## config.mk

```make
export PLATFORM = sky130hd
export DESIGN_NAME = skip_unit
export DESIGN_NICKNAME = d
export VERILOG_FILES = /design/src/rtl/skip_pkg.sv /design/src/rtl/skip_cond_eval.sv /design/src/rtl/skip_pc_step.sv /design/src/rtl/skip_out_stage.sv /design/src/rtl/skip_unit.sv
export SDC_FILE = /design/constraint.sdc
export NUM_CORES = 1
export LEC_CHECK = 0
export CAP_MARGIN = 10
export CORE_ASPECT_RATIO = 1.25
export CORE_MARGIN = 8
export CORE_UTILIZATION = 55
export DETAILED_ROUTE_END_ITERATION = 16
export DONT_BUFFER_PORTS = 1
export GPL_TIMING_DRIVEN = 1
export PLACE_DENSITY = 0.79
export SETUP_SLACK_MARGIN = 0.02
export SLEW_MARGIN = 20
export SYNTH_ARGS = -nofsm -noshare
export SYNTH_HDL_FRONTEND = slang
export SYNTH_HIERARCHICAL = 1
export SYNTH_SLANG_ARGS = --single-unit
```

## constraint.sdc

```tcl
create_clock -name clk_i -period 0.8 [get_ports clk_i]
set_input_delay 0.12 -clock clk_i [delete_from_list [all_inputs] [get_ports clk_i]]
set_output_delay 0.12 -clock clk_i [all_outputs]
set_load 0.02 [all_outputs]
```

## src/rtl/skip_pkg.sv

```systemverilog
package skip_pkg;
  typedef struct packed {
    logic cla;
    logic neg_tst;
    logic zero_tst;
    logic link_tst;
    logic rev;
    logic halt;
    logic osr;
  } uop_t;

  typedef struct packed {
    logic valid;
    logic halt_set;
    logic acc_rd;
    logic link_rd;
    logic redirect;
    logic err;
  } flag_t;
endpackage

```

## src/rtl/skip_cond_eval.sv

```systemverilog
module skip_cond_eval #(
  parameter int DATA_W = 12
) (
  input  logic              neg_tst_i,
  input  logic              zero_tst_i,
  input  logic              link_tst_i,
  input  logic              rev_i,
  input  logic [DATA_W-1:0] acc_i,
  input  logic              link_i,
  output logic              skip_o,
  output logic              acc_rd_o,
  output logic              link_rd_o
);
  localparam int MSB = DATA_W - 1;

  logic is_neg, is_zero, hit;

  assign is_neg  = acc_i[MSB];
  assign is_zero = ~|acc_i;
  // reversed sense shares the hit term: any hit cancels the default skip
  assign hit     = (neg_tst_i & is_neg) | (zero_tst_i & is_zero) | (link_tst_i & link_i);
  assign skip_o  = hit ^ rev_i;

  assign acc_rd_o  = neg_tst_i | zero_tst_i;
  assign link_rd_o = link_tst_i;
endmodule

```

## src/rtl/skip_pc_step.sv

```systemverilog
module skip_pc_step #(
  parameter int DATA_W = 12,
  parameter int PC_W   = 15
) (
  input  logic [PC_W-1:0] pc_i,
  input  logic            skip_i,
  output logic [PC_W-1:0] pc_o
);
  logic [DATA_W-1:0] low_nxt;

  assign low_nxt = pc_i[DATA_W-1:0] + DATA_W'(skip_i);

  generate
    if (PC_W > DATA_W) begin : g_field
      assign pc_o = {pc_i[PC_W-1:DATA_W], low_nxt};
    end else begin : g_flat
      assign pc_o = low_nxt;
    end
  endgenerate
endmodule

```

## src/rtl/skip_out_stage.sv

```systemverilog
module skip_out_stage #(
  parameter int W = 8
) (
  input  logic         clk_i,
  input  logic         rst_ni,
  input  logic [W-1:0] d_i,
  output logic [W-1:0] q_o
);
  always_ff @(posedge clk_i or negedge rst_ni) begin
    if (!rst_ni) q_o <= '0;
    else         q_o <= d_i;
  end
endmodule

```

## src/rtl/skip_unit.sv

```systemverilog
module skip_unit
  import skip_pkg::*;
#(
  parameter int DATA_W = 12,
  parameter int PC_W   = 15
) (
  input  logic              clk_i,
  input  logic              rst_ni,
  input  logic              valid_i,
  input  logic              cla_i,
  input  logic              neg_tst_i,
  input  logic              zero_tst_i,
  input  logic              link_tst_i,
  input  logic              reverse_i,
  input  logic              halt_i,
  input  logic              osr_i,
  input  logic [DATA_W-1:0] acc_i,
  input  logic              link_i,
  input  logic [PC_W-1:0]   next_pc_i,
  output logic              valid_o,
  output logic [DATA_W-1:0] acc_o,
  output logic [PC_W-1:0]   next_pc_o,
  output logic              halt_set_o,
  output logic [DATA_W-1:0] ctl_wdata_o,
  output logic              acc_rd_o,
  output logic              link_rd_o,
  output logic              redirect_o,
  output logic              err_o
);
  localparam int FLAG_W = $bits(flag_t);
  localparam int REG_W  = FLAG_W + DATA_W + PC_W + DATA_W;

  uop_t              uop;
  flag_t             flg_d, flg_q;
  logic              skip, acc_rd, link_rd;
  logic [PC_W-1:0]   pc_nxt;
  logic [DATA_W-1:0] acc_nxt, ctl_nxt;
  logic [REG_W-1:0]  stage_d, stage_q;

  assign uop = '{cla: cla_i, neg_tst: neg_tst_i, zero_tst: zero_tst_i,
                 link_tst: link_tst_i, rev: reverse_i, halt: halt_i, osr: osr_i};

  skip_cond_eval #(.DATA_W(DATA_W)) i_cond (
    .neg_tst_i (uop.neg_tst),
    .zero_tst_i(uop.zero_tst),
    .link_tst_i(uop.link_tst),
    .rev_i     (uop.rev),
    .acc_i     (acc_i),
    .link_i    (link_i),
    .skip_o    (skip),
    .acc_rd_o  (acc_rd),
    .link_rd_o (link_rd)
  );

  skip_pc_step #(.DATA_W(DATA_W), .PC_W(PC_W)) i_pc (
    .pc_i  (next_pc_i),
    .skip_i(skip),
    .pc_o  (pc_nxt)
  );

  // clear happens after the tests sampled acc_i
  assign acc_nxt = uop.cla ? '0 : acc_i;
  assign ctl_nxt = uop.halt ? DATA_W'(1) : '0;

  always_comb begin
    flg_d.valid    = valid_i;
    flg_d.halt_set = valid_i & uop.halt;
    flg_d.acc_rd   = valid_i & acc_rd;
    flg_d.link_rd  = valid_i & link_rd;
    flg_d.redirect = valid_i;
    flg_d.err      = valid_i & uop.osr;
  end

  assign stage_d = {flg_d, acc_nxt, pc_nxt, ctl_nxt};

  skip_out_stage #(.W(REG_W)) i_stage (
    .clk_i (clk_i),
    .rst_ni(rst_ni),
    .d_i   (stage_d),
    .q_o   (stage_q)
  );

  assign {flg_q, acc_o, next_pc_o, ctl_wdata_o} = stage_q;
  assign valid_o    = flg_q.valid;
  assign halt_set_o = flg_q.halt_set;
  assign acc_rd_o   = flg_q.acc_rd;
  assign link_rd_o  = flg_q.link_rd;
  assign redirect_o = flg_q.redirect;
  assign err_o      = flg_q.err;
endmodule

```

# Yosys cells after proc, flatten, opt, wreduce, memory -nomap -nowiden
# Cells that the tools add are included.
[totals]
ff_bits = 45
latchBits = 0
ram_bits = 0
mem_bits_ro = 0
inputBits = 38
output_inout_bits = 45
wordCells = 17
memories = 0
[op_classes]
n_addsub = 1
mul = 0
div_mod_pow = 0
n_lt_le_gt_ge = 0
n_eq_ne = 0
shift = 0
n_mux = 2
bitwise_logic = 11
n_reduce_logical = 2
[op_table]
columns = ["op", "count"]
rows = [
  ["12-bit by 1-bit adder with 12-bit output", 1],
  ["12-bit two-way mux", 1],
  ["12-bit OR reduction", 1],
  ["1-bit bitwise AND", 7],
  ["1-bit bitwise OR", 3],
  ["1-bit zero test", 1],
  ["1-bit two-way mux", 1],
  ["1-bit bitwise XOR", 1],
]

# Logic depth before layout (Yosys ltp)
# Gate-level depths: netlist (run 1).
[depth]
ltp_word = 7
depth_mapped = 9
mapped_depth_nobuf = 9

# Hierarchy
# Netlist (run 1), hierarchy kept.
[by_module_without_submodules]
columns = ["mod", "n_inst", "cells_per_inst", "area_per_inst_um2", "seq_area_each_um2"]
rows = [
  ["skip_out_stage", 1, 45, 1126.1, 1126.1],
  ["skip_pc_step", 1, 33, 242.7, 0.0],
  ["skip_unit", 1, 18, 155.1, 0.0],
  ["skip_cond_eval", 1, 16, 118.9, 0.0],
]

# Worst setup path after synthesis (run 1)
# Ideal clock, no wire load.
[synth_timing]
kind = "input to register"
from = "in acc_i[4]"
to = "reg i_stage.q_o[20]"
setup_time_ps = 132
arrival_ps = 1610
required_ps = 668
setup_slack_ps = -942
path_stages = 9
path_buffers = 0
path_cell_list = "nor4_2 -> nand3_1 -> nor4b_2 -> and4b_1 -> ha_1 -> ha_1 -> nand2_1 -> nor3_1 -> xor2_1"
[synth_between]
elab_chain_cells = 7
[synth_rtl]
columns = ["element", "line", "text"]
rows = [
  ["start, declared", "skip_unit.sv:17", "input logic [DATA_W-1:0] acc_i,"],
  ["12-bit OR reduction", "skip_cond_eval.sv:19", "assign is_zero = ~|acc_i;"],
  ["1-bit zero test", "skip_cond_eval.sv:19", ""],
  ["1-bit bitwise AND", "skip_cond_eval.sv:21", "assign hit = (neg_tst_i & is_neg) | (zero_tst_i & is_zero) | (link_tst_i & link_i);"],
  ["1-bit bitwise OR (2 in a row)", "skip_cond_eval.sv:21", ""],
  ["1-bit bitwise XOR", "skip_cond_eval.sv:22", "assign skip_o = hit ^ rev_i;"],
  ["via skip", "skip_unit.sv:35", "logic skip, acc_rd, link_rd;"],
  ["12-bit by 1-bit adder with 12-bit output", "skip_pc_step.sv:11", "assign low_nxt = pc_i[DATA_W-1:0] + DATA_W'(skip_i);"],
  ["via pc_nxt[8]", "skip_unit.sv:36", "logic [PC_W-1:0] pc_nxt;"],
  ["end signal, assigned", "skip_out_stage.sv:11", "else q_o <= d_i;"],
  ["end, declared", "skip_out_stage.sv:7", "output logic [W-1:0] q_o"],
]
# The timed path passes the listed nets, and every way through them passes these cells.

# Worst setup path after layout (run 1)
[layout_timing]
from = "in acc_i[6]"
to = "reg i_stage.q_o[20]"
# The elaborated chain is that of the path after synthesis.

==> results of run 1 <==
final cells by class:
type                    instances  area (sq um)
clock buffers                   6          51.3
clock inverters                 2          13.8
fillers                       163           718
inverters                       2          7.51
multi-input cells              70           569
flip-flops and latches         45          1170
well taps                      36          45.0
repair buffers                 32           318
worst max-delay path, cell delays in order:
cell,delay [ps]
nor4_4,270
nand3_2,130
nor4b_2,240
and4b_1,240
ha_2,190
ha_4,170
nand2_4,70
nor3_2,40
xor2_1,140
cell families (layout without fill, tap and decap cells):
family | after synthesis | after routing
simple gates | 42 | 42
flops | 45 | 45
other cells | 1 | 11
xor+xnor | 10 | 10
compound gates | 4 | 4
fa+ha+maj | 3 | 3
buf+inv | 7 | 42
power breakdown:
group	switching, mW	internal (mW)
logic	0.117	0.196
registers	0.237	2.43
clock network	0.691	0.429
synthesized netlist by cell type, drive strengths merged (3+ instances only):
cell type,count,area (sq um)
xnor2,4,35.0
nor2b,10,97.6
nor3,3,15.0
nand3,5,30.0
xor2,6,52.6
nand2,6,22.5
dfrtp,45,1130
nor4,3,37.5
nor2,3,11.3
ha,3,37.5
and2,4,25.0
buf,5,41.3
worst paths after layout:
path	from	end	slack, ps	cells after the start
worst min-delay path	rst_ni	i_stage/q_o[38]$_DFF_PN0_	-560	0
min in group clk_i	next_pc_i[1]	i_stage/q_o[13]$_DFF_PN0_	-110	1
worst max-delay path	acc_i[6]	i_stage/q_o[20]$_DFF_PN0_	-570	9
max in group asynchronous	rst_ni	i_stage/q_o[18]$_DFF_PN0_	1260	0
layer usage:
layer,wire length [um],global-route usage (%)
met3,442,7.99
met5,0,0
met4,78,6.56
met1,1270,15.5
met2,1900,25.0
through the flow:
stage	util (%)	cells	cell area, sq um	setup slack [ps]	power [mW]
2_1_floorplan	-	122	1720	-881	2.83
6_report	75.2	193	2170	-571	4.10
5_1_grt	75.2	193	2170	-608	4.28
3_5_place_dp	59.8	154	1730	-1040	2.85
3_3_place_gp	59.8	154	1730	-1010	2.84
4_1_cts	74.1	192	2140	-571	4.14
what timing repair did:
item,CTS,global route
setup endpoints to repair,57,68
setup buffers,0,1
pin swaps,6,3
endpoints found under the hold margin,79,48
gates resized for setup,30,9
==> qor.yml, run 1 <==
cts:
  root_buffer: "clkbuf_4"
  tritoncts: "built"
  cts.clk_slew.worst_paths_ps: 130
  cts_max_path_buffers: 2
  numCtsBuffers: 5
  clock_sinks: 45
  htreeDepth: 2
  ctsHoldBuffers: 30
route:
  dr.pass1.iters: 4
  drtIter0Drc: 35
  wl_per_cell_um: 19.1
  vias: 980
  vias_per_cell: 5.08
  ant_nets: 0
  wl_mm: 3.69
  route.detailed.drc: 0
layout:
  final_cell_mix: "dfrtp_2, dlygate4sd3_1, dfrtp_1, conb_1, nor2b_2"
  areaGrowthSynthToFinish_pct: 32.2
  reg.largest.list: "i_stage/q_o (45)"
  layout-drive-gt1-share_pct: 43.9
  layout_commonest_cell: "dfrtp_2"
  layout.nets: 197
  largest_reg_flops: 45
  diodes: 0
  largest_register: "i_stage/q_o"
die:
  core.rowCount: 22
  die_h_um: 77.1
  start_util_pct: 56.8
  die-area_sq_um: 5000
  core_area_sq_um: 2890
  ios: 83
  die_w_um: 64.9
logic_synthesis:
  synthAdderAreaFrac_pct: 2.28
  synth_edf_count: 0
  ys_seq_area_share_pct: 68.5
  synth_warnings: 6
  yosys.area_share.simple_pct: 19.2
  synth_area_sq_um: 1640
  synth_top_family_by_area: "simple AND/OR/NAND/NOR gates"
  async_reset_ff_share_pct: 100
  synth_compound_area_share_pct: 1.45
  synth_mux_area_share_pct: 0
  syn_area_per_cell_sq_um: 14.7
  synth_cells: 112
  synth.distinct_cells: 27
  synthXorXnorAreaFrac_pct: 5.33
  ys.flop_type: "dfrtp_1"
  synth-seq-cells: 45
timing:
  max_slew_margin_pct: 61.6
  hold_slack_ps: -557
  fin_crit_ps: 1370
  tightest_slew_ps: 577
  setup_viol: 57
  worst_slack_ps: -571
  max_clock_freq_ghz: 0.729
  slew_viol_final: 0
  report.final.hold_viol_count: 48
  timing.final.crit_share_pct: 171
  finalSetupTns_ps: -11860
  rsz0062_at_grt: "true"
placement:
  gp_congestion: 0.717
  port_buffers: 0
  hpwl_mm: 2.45
flow_run:
  maxCapViolations: 0
global_route:
  grt_pass1_wl_mm: 5.80
  grt_max_degree: 46
  grt_remaining_overflow: 0
  antenna_found_initial: 0
  grt_usage_pct: 15.2
  grt_pass1_vias: 1080
pwr:
  vdd_ir_drop_max_uv: 1390
  p_per_area_nw_per_um2: 1890
  leakagePower_nw: 0.929
setup_path:
  criticalPathCategory: "in -> reg"
  cp-start-kind: "input pin"
  crit_required_ps: 1030
  crit_arrival_ps: 1600
  endpoint_kind: "register"
  cp_max_fo: 3
min_path:
  hold_path.class: "in -> async"
outcome:
  status: "complete, but fails checks"
  failed_checks: "negative hold slack, negative setup slack"
Power figures use the tool's default switching activity.
==> run 2, diff against run 1 <==
--- a/config.mk
+++ b/config.mk
@@ -7,7 +7,6 @@
 export LEC_CHECK = 0
 export CAP_MARGIN = 10
 export CORE_ASPECT_RATIO = 1.25
-export CORE_MARGIN = 8
 export CORE_UTILIZATION = 55
 export DETAILED_ROUTE_END_ITERATION = 16
 export DONT_BUFFER_PORTS = 1
==> run 2 against run 1 <==
Compared with the run above: worst hold slack improved by 15 ps; critical path depth did not move; clock-buffer cell count did not move; combinational power rose by 13%; worst setup slack worse by 30 ps; the run still ends with negative hold slack, negative setup slack left; first-iteration DRC count fell by 54%; wire length down 9.7%; critical endpoint is now i_stage/q_o[21]$_DFF_PN0_; cell count stayed put; global-route usage grew 7.7 points; critical path type unchanged.
==> qor.yml, run 2 (same netlist as run 1, synthesis figures left out) <==
outcome:
  status: "complete, but fails checks"
  failed_checks: "negative hold slack, negative setup slack"
die:
  core_area_sq_um: 2760  # -4.5%
  die-area_sq_um: 3210  # -36%
  start_util_pct: 59.5  # +2.7 points
  die_w_um: 50.9  # -22%
  die_h_um: 63.1  # -18%
  ios: 83  # unchanged
  core.rowCount: 21  # -4.5%
flow_run:
  maxCapViolations: 0  # unchanged
global_route:
  grt_max_degree: 46  # unchanged
  antenna_found_initial: 0  # unchanged
  grt_usage_pct: 22.9  # +7.7 points
  grt_pass1_vias: 1139  # +5.5%
  grt_pass1_wl_mm: 5.20  # -10%
  grt_remaining_overflow: 0  # unchanged
placement:
  gp_congestion: 0.747  # +4.2%
  port_buffers: 0  # unchanged
  hpwl_mm: 1.97  # -19%
  numPlacedInstances: 151  # -1.9%
setup_path:
  crit_buf_inv: 1  # +1
  worstPathCellList: "nor4_4 -> nand3_2 -> nor4b_2 -> and4b_1 -> buf_4 -> ha_4 -> nand3_4 -> nor3_1 -> xor2_1"
  crit_end: "i_stage/q_o[21]$_DFF_PN0_"
  crit_arrival_ps: 1620  # +20 ps
  crit_slowest_cell: "nor4_4"
  worst_path_dominant_cell_family: "simple AND/OR/NAND/NOR gates"
  crit_cells: 9  # unchanged
  cp_max_fo: 5  # +2
  cpPeakStageDelay_ps: 260  # about the same
  crit_required_ps: 1010  # -20 ps
  cp-start-kind: "input pin"
  criticalPathCategory: "in -> reg"
  crit_path_start: "acc_i[6]"
  endpoint_kind: "register"
timing:
  rsz0062_at_grt: "true"
  worst_slack_ps: -601  # -29.5 ps
  report.final.hold_viol_count: 48  # unchanged
  setup_viol: 57  # unchanged
  slew_viol_final: 0  # unchanged
  tightest_slew_ps: 588  # +11.7 ps
  fin_crit_ps: 1400  # +29.5 ps
  hold_slack_ps: -541  # +15.3 ps
  max_slew_margin_pct: 60.8  # -0.78 points
  max_clock_freq_ghz: 0.714  # -2.1%
  timing.final.crit_share_pct: 175  # +3.7 points
layout:
  final_cell_mix: "dfrtp_2, dlygate4sd3_1, dfrtp_1, conb_1, nor2b_2"
  fin_cells: 193  # unchanged
  largest_reg_flops: 45  # unchanged
  layout-drive-gt1-share_pct: 46.5  # +2.6 points
  regArea_sq_um: 1160  # -0.21%
  layout.nets: 199  # +1.0%
  nFillCells: 140  # -14%
  multi_input_area_sq_um: 624  # +9.7%
  diodes: 0  # unchanged
  layout_commonest_cell: "dfrtp_2"
  areaGrowthSynthToFinish_pct: 37.9
  largest_register: "i_stage/q_o"
  reg.largest.list: "i_stage/q_o (45)"
route:
  route.detailed.drc: 0  # unchanged
  wl_mm: 3.34  # -9.7%
  drtIter0Drc: 16  # -54%
  ant_nets: 0  # unchanged
  vias: 986  # +0.61%
  wl_per_cell_um: 17.3  # -9.7%
  vias_per_cell: 5.11  # +0.61%
  dr.pass1.iters: 2  # -2
cts:
  numCtsBuffers: 5  # unchanged
  htreeDepth: 2  # unchanged
  cts_max_path_buffers: 2  # unchanged
  ctsHoldBuffers: 30  # unchanged
  root_buffer: "clkbuf_4"
  cts.clk_slew.worst_paths_ps: 130  # about the same
  tritoncts: "built"
  clock_sinks: 45  # unchanged
pwr:
  leakagePower_nw: 0.960  # +3.4%
  vdd_ir_drop_max_uv: 1410  # +1.8%
  p_per_area_nw_per_um2: 1950  # +3.4%
  total_power_mw: 4.42  # +7.8%
min_path:
  hold_path.class: "in -> async"
==> run 2: area by class of cell <==
| class | instances | area share [%] |
|---|---|---|
| clock buffer | 6 | 2.27 |
| clock inverter | 2 | 1.66 |
| inverter | 2 | 0.331 |
| multi-input combinational | 70 | 27.6 |
| sequential | 45 | 51.4 |
| tap | 34 | 1.88 |
| timing repair buffer | 34 | 14.9 |
==> run 2: power breakdown <==
part	internal [mW]	total (mW)	switching (mW)
sequential	2.43	2.66	0.230
combinational	0.220	0.353	0.133
clock	0.743	1.41	0.665
total	3.39	4.42	1.03
==> run 2: worst min-delay path by stage <==
stage           start                        end  slack, ps  cells past startpoint
6_report       rst_ni  i_stage/q_o[36]$_DFF_PN0_       -540                      0
5_1_grt        rst_ni  i_stage/q_o[31]$_DFF_PN0_       -590                      0
4_1_cts        rst_ni  i_stage/q_o[33]$_DFF_PN0_       -570                      0
3_5_place_dp   rst_ni   i_stage/q_o[4]$_DFF_PN0_       -170                      0
3_3_place_gp   rst_ni   i_stage/q_o[7]$_DFF_PN0_       -170                      0
2_1_floorplan  rst_ni   i_stage/q_o[0]$_DFF_PN0_       -180                      0
==> run 2: per-stage QoR <==
stage	instance area (sq um)	setup TNS [ps]	util, %	setup slack, ps
2_1_floorplan	1720	-9190	-	-881
3_3_place_gp	1720	-10800	62.3	-1010
3_5_place_dp	1720	-10970	62.3	-1050
4_1_cts	2220	-13850	80.5	-619
5_1_grt	2260	-14460	82.1	-656
6_report	2260	-11540	82.1	-601
==> run 2: routing by layer <==
metal	GRT usage (%)	up-vias	part of all wire, %	wire (um)
met5	0	-	0	0
met4	14.6	0	3.1	102
met3	6.76	10	5.4	181
met2	38.5	59	56	1870
met1	24.5	472	35	1180
li1	-	445	-	-
==> run 2: repair_timing <==
action                                  4_1_cts  5_1_grt
gates resized for setup                      31       15
hold endpoints to repair                     79       48
pin swaps                                    11        3
buffers inserted                              4        0
endpoints found under the setup margin       57       68
==> run 3, diff against run 2 <==
--- a/config.mk
+++ b/config.mk
@@ -8,6 +8,7 @@
 export CAP_MARGIN = 10
 export CORE_ASPECT_RATIO = 1.25
 export CORE_UTILIZATION = 55
+export CTS_BUF_LIST = sky130_fd_sc_hd__clkbuf_16
 export DETAILED_ROUTE_END_ITERATION = 16
 export DONT_BUFFER_PORTS = 1
 export GPL_TIMING_DRIVEN = 1
==> run 3 against run 2 <==
Compared with the run above: the flow still finishes with violations (negative hold slack, negative setup slack); sequential power about the same; critical path depth unchanged; non-clock buffer count down 2; first-iteration DRC count increased by 44%; clock power rose by 57%; worst setup slack worse by 98 ps; utilization rose by 2.4 points; power is 18% higher; clock-buffer cell count decreased by 1; wire length grew 3.6%; combinational power is 1% lower; critical endpoint unchanged.
==> qor.yml, run 3 (same netlist as run 1, synthesis figures left out) <==
outcome:
  status: "complete, but fails checks"
  failed_checks: "negative hold slack, negative setup slack"
placement:
  place_ws_ps: -1050  # unchanged
  port_buffers: 0  # unchanged
  hpwl_mm: 1.97  # unchanged
  numPlacedInstances: 151  # unchanged
  gp_congestion: 0.747  # unchanged
global_route:
  grt_remaining_overflow: 0  # unchanged
  use_met1_pct: 26.7  # +2.2 points
  grt_pass1_vias: 1111  # -2.5%
  grt_max_degree: 46  # unchanged
  antenna_found_initial: 0  # unchanged
  grt_pass1_wl_mm: 5.46  # +5.0%
  use_met3_pct: 7.49  # +0.72 points
  grt_usage_pct: 23.9  # +1.0 points
  grt_use_met2_pct: 41.7  # +3.2 points
  busiest_layer: "met2"
die:
  start_util_pct: 59.5  # unchanged
  core_area_sq_um: 2760  # unchanged
  die_h_um: 63.1  # unchanged
  die-area_sq_um: 3210  # unchanged
  die_w_um: 50.9  # unchanged
  core.rowCount: 21  # unchanged
  ios: 83  # unchanged
route:
  vias_per_cell: 5.18  # +1.5%
  drtIter0Drc: 23  # +7
  wl_mm: 3.46  # +3.6%
  wl_per_cell_um: 18.1  # +4.7%
  dr.pass1.iters: 4  # +2
  ant_nets: 0  # unchanged
  vias: 990  # +0.41%
  route.detailed.drc: 0  # unchanged
timing:
  max_clock_freq_ghz: 0.667  # -6.6%
  timing.final.crit_share_pct: 187  # +12 points
  max_slew_margin_pct: 66.0  # +5.2 points
  rsz0062_at_grt: "true"
  slew_viol_final: 0  # unchanged
  fin_crit_ps: 1500  # +98.3 ps
  report.final.hold_viol_count: 47  # -2.1%
  tightest_slew_ps: 510  # -78.4 ps
  finalSetupTns_ps: -9160  # +2380 ps
  hold_slack_ps: -464  # +77.7 ps
  worst_slack_ps: -699  # -98.3 ps
  setup_viol: 57  # unchanged
layout:
  reg.largest.list: "i_stage/q_o (45)"
  layout-drive-gt1-share_pct: 47.1  # +0.59 points
  areaGrowthSynthToFinish_pct: 41.9
  fin_cells: 191  # -1.0%
  largest_reg_flops: 45  # unchanged
  layout.nets: 197  # -1.0%
  layout_commonest_cell: "dfrtp_2"
  final_cell_mix: "dfrtp_2, dlygate4sd3_1, dfrtp_1, conb_1, nor2b_2"
  largest_register: "i_stage/q_o"
  diodes: 0  # unchanged
pwr:
  intPower_mw: 4.11  # +21%
  vdd_ir_drop_max_uv: 2050  # +45%
  p_seq_share_pct: 50.8  # -9.3 points
  p_per_area_nw_per_um2: 2240  # +15%
  leakagePower_nw: 0.996  # +3.7%
  p_sw_share_pct: 21.5  # -1.7 points
  power_switching_mw: 1.13  # +9.7%
  p_comb_share_pct: 6.7  # -1.3 points
  power.clock.fraction_pct: 42.5  # +11 points
  total_power_mw: 5.23  # +18%
setup_path:
  cp-start-kind: "input pin"
  crit_arrival_ps: 1650  # +30 ps
  crit_required_ps: 950  # -60 ps
  cp_max_fo: 5  # unchanged
  endpoint_kind: "register"
  criticalPathCategory: "in -> reg"
min_path:
  hold_path.class: "in -> async"
cts:
  htreeDepth: 2  # unchanged
  ctsHoldBuffers: 28  # -6.7%
  root_buffer: "clkbuf_16"
  cts.clk_slew.worst_paths_ps: 60  # -70 ps
  tritoncts: "built"
  numCtsBuffers: 5  # unchanged
  cts_max_path_buffers: 2  # unchanged
  clock_sinks: 45  # unchanged
flow_run:
  maxCapViolations: 0  # unchanged
run 3: power by group through the flow:
stage / clock network, mW / logic, mW / registers (mW)
2_1_floorplan: 0 / 0.167 / 2.66
3_3_place_gp: 0 / 0.152 / 2.68
3_5_place_dp: 0 / 0.159 / 2.68
4_1_cts: 2.27 / 0.323 / 2.66
5_1_grt: 2.37 / 0.377 / 2.67
6_report: 2.22 / 0.349 / 2.66
run 3: through the flow:
step                      util (%)  instance area [sq um]  hold slack (ps)
after floorplan                  -                   1720             -176
after global placement        62.3                   1720             -175
after detailed placement      62.3                   1720             -175
after CTS                     82.6                   2280             -473
after global routing          84.5                   2330             -476
final                         84.5                   2330             -464
run 3: per-layer routing:
metal / vias up / part of all wire (%)
li1: 438 / -
met1: 490 / 37
met2: 58 / 55
met3: 4 / 6.8
met4: 0 / 1.1
met5: - / 0
run 3: worst max path at each step:
stage / slack (ps) / start / endpoint / cells after the start
after global placement: -1010 / acc_i[3] / i_stage/q_o[20]$_DFF_PN0_ / 9
after floorplan: -880 / acc_i[4] / i_stage/q_o[20]$_DFF_PN0_ / 9
after CTS: -710 / acc_i[6] / i_stage/q_o[22]$_DFF_PN0_ / 9
after global routing: -800 / acc_i[4] / i_stage/q_o[23]$_DFF_PN0_ / 9
final: -700 / acc_i[4] / i_stage/q_o[21]$_DFF_PN0_ / 9
after detailed placement: -1050 / acc_i[3] / i_stage/q_o[22]$_DFF_PN0_ / 9
run 3: layout make-up:
cell class,instances,area [sq um]
clock buffers,5,125
clock inverters,3,41.3
fillers,125,428
inverters,2,7.51
multi-input cells,70,627
flip-flops and latches,45,1160
well taps,34,42.5
repair buffers,32,323
run 3: what timing repair did:
action,4_1_cts,5_1_grt
gates resized for setup,31,18
endpoints found under the hold margin,77,47
buffers inserted,4,0
setup endpoints to repair,57,66
pin swaps,11,2
run 3: critical path, cell delays in order:
cell and delay, ps:
nor4_4 270, nand3_2 120, nor4b_2 250, and4b_1 230, buf_4 140, ha_4 150, nand3_4 120, nor3_1 80
xor2_1 140
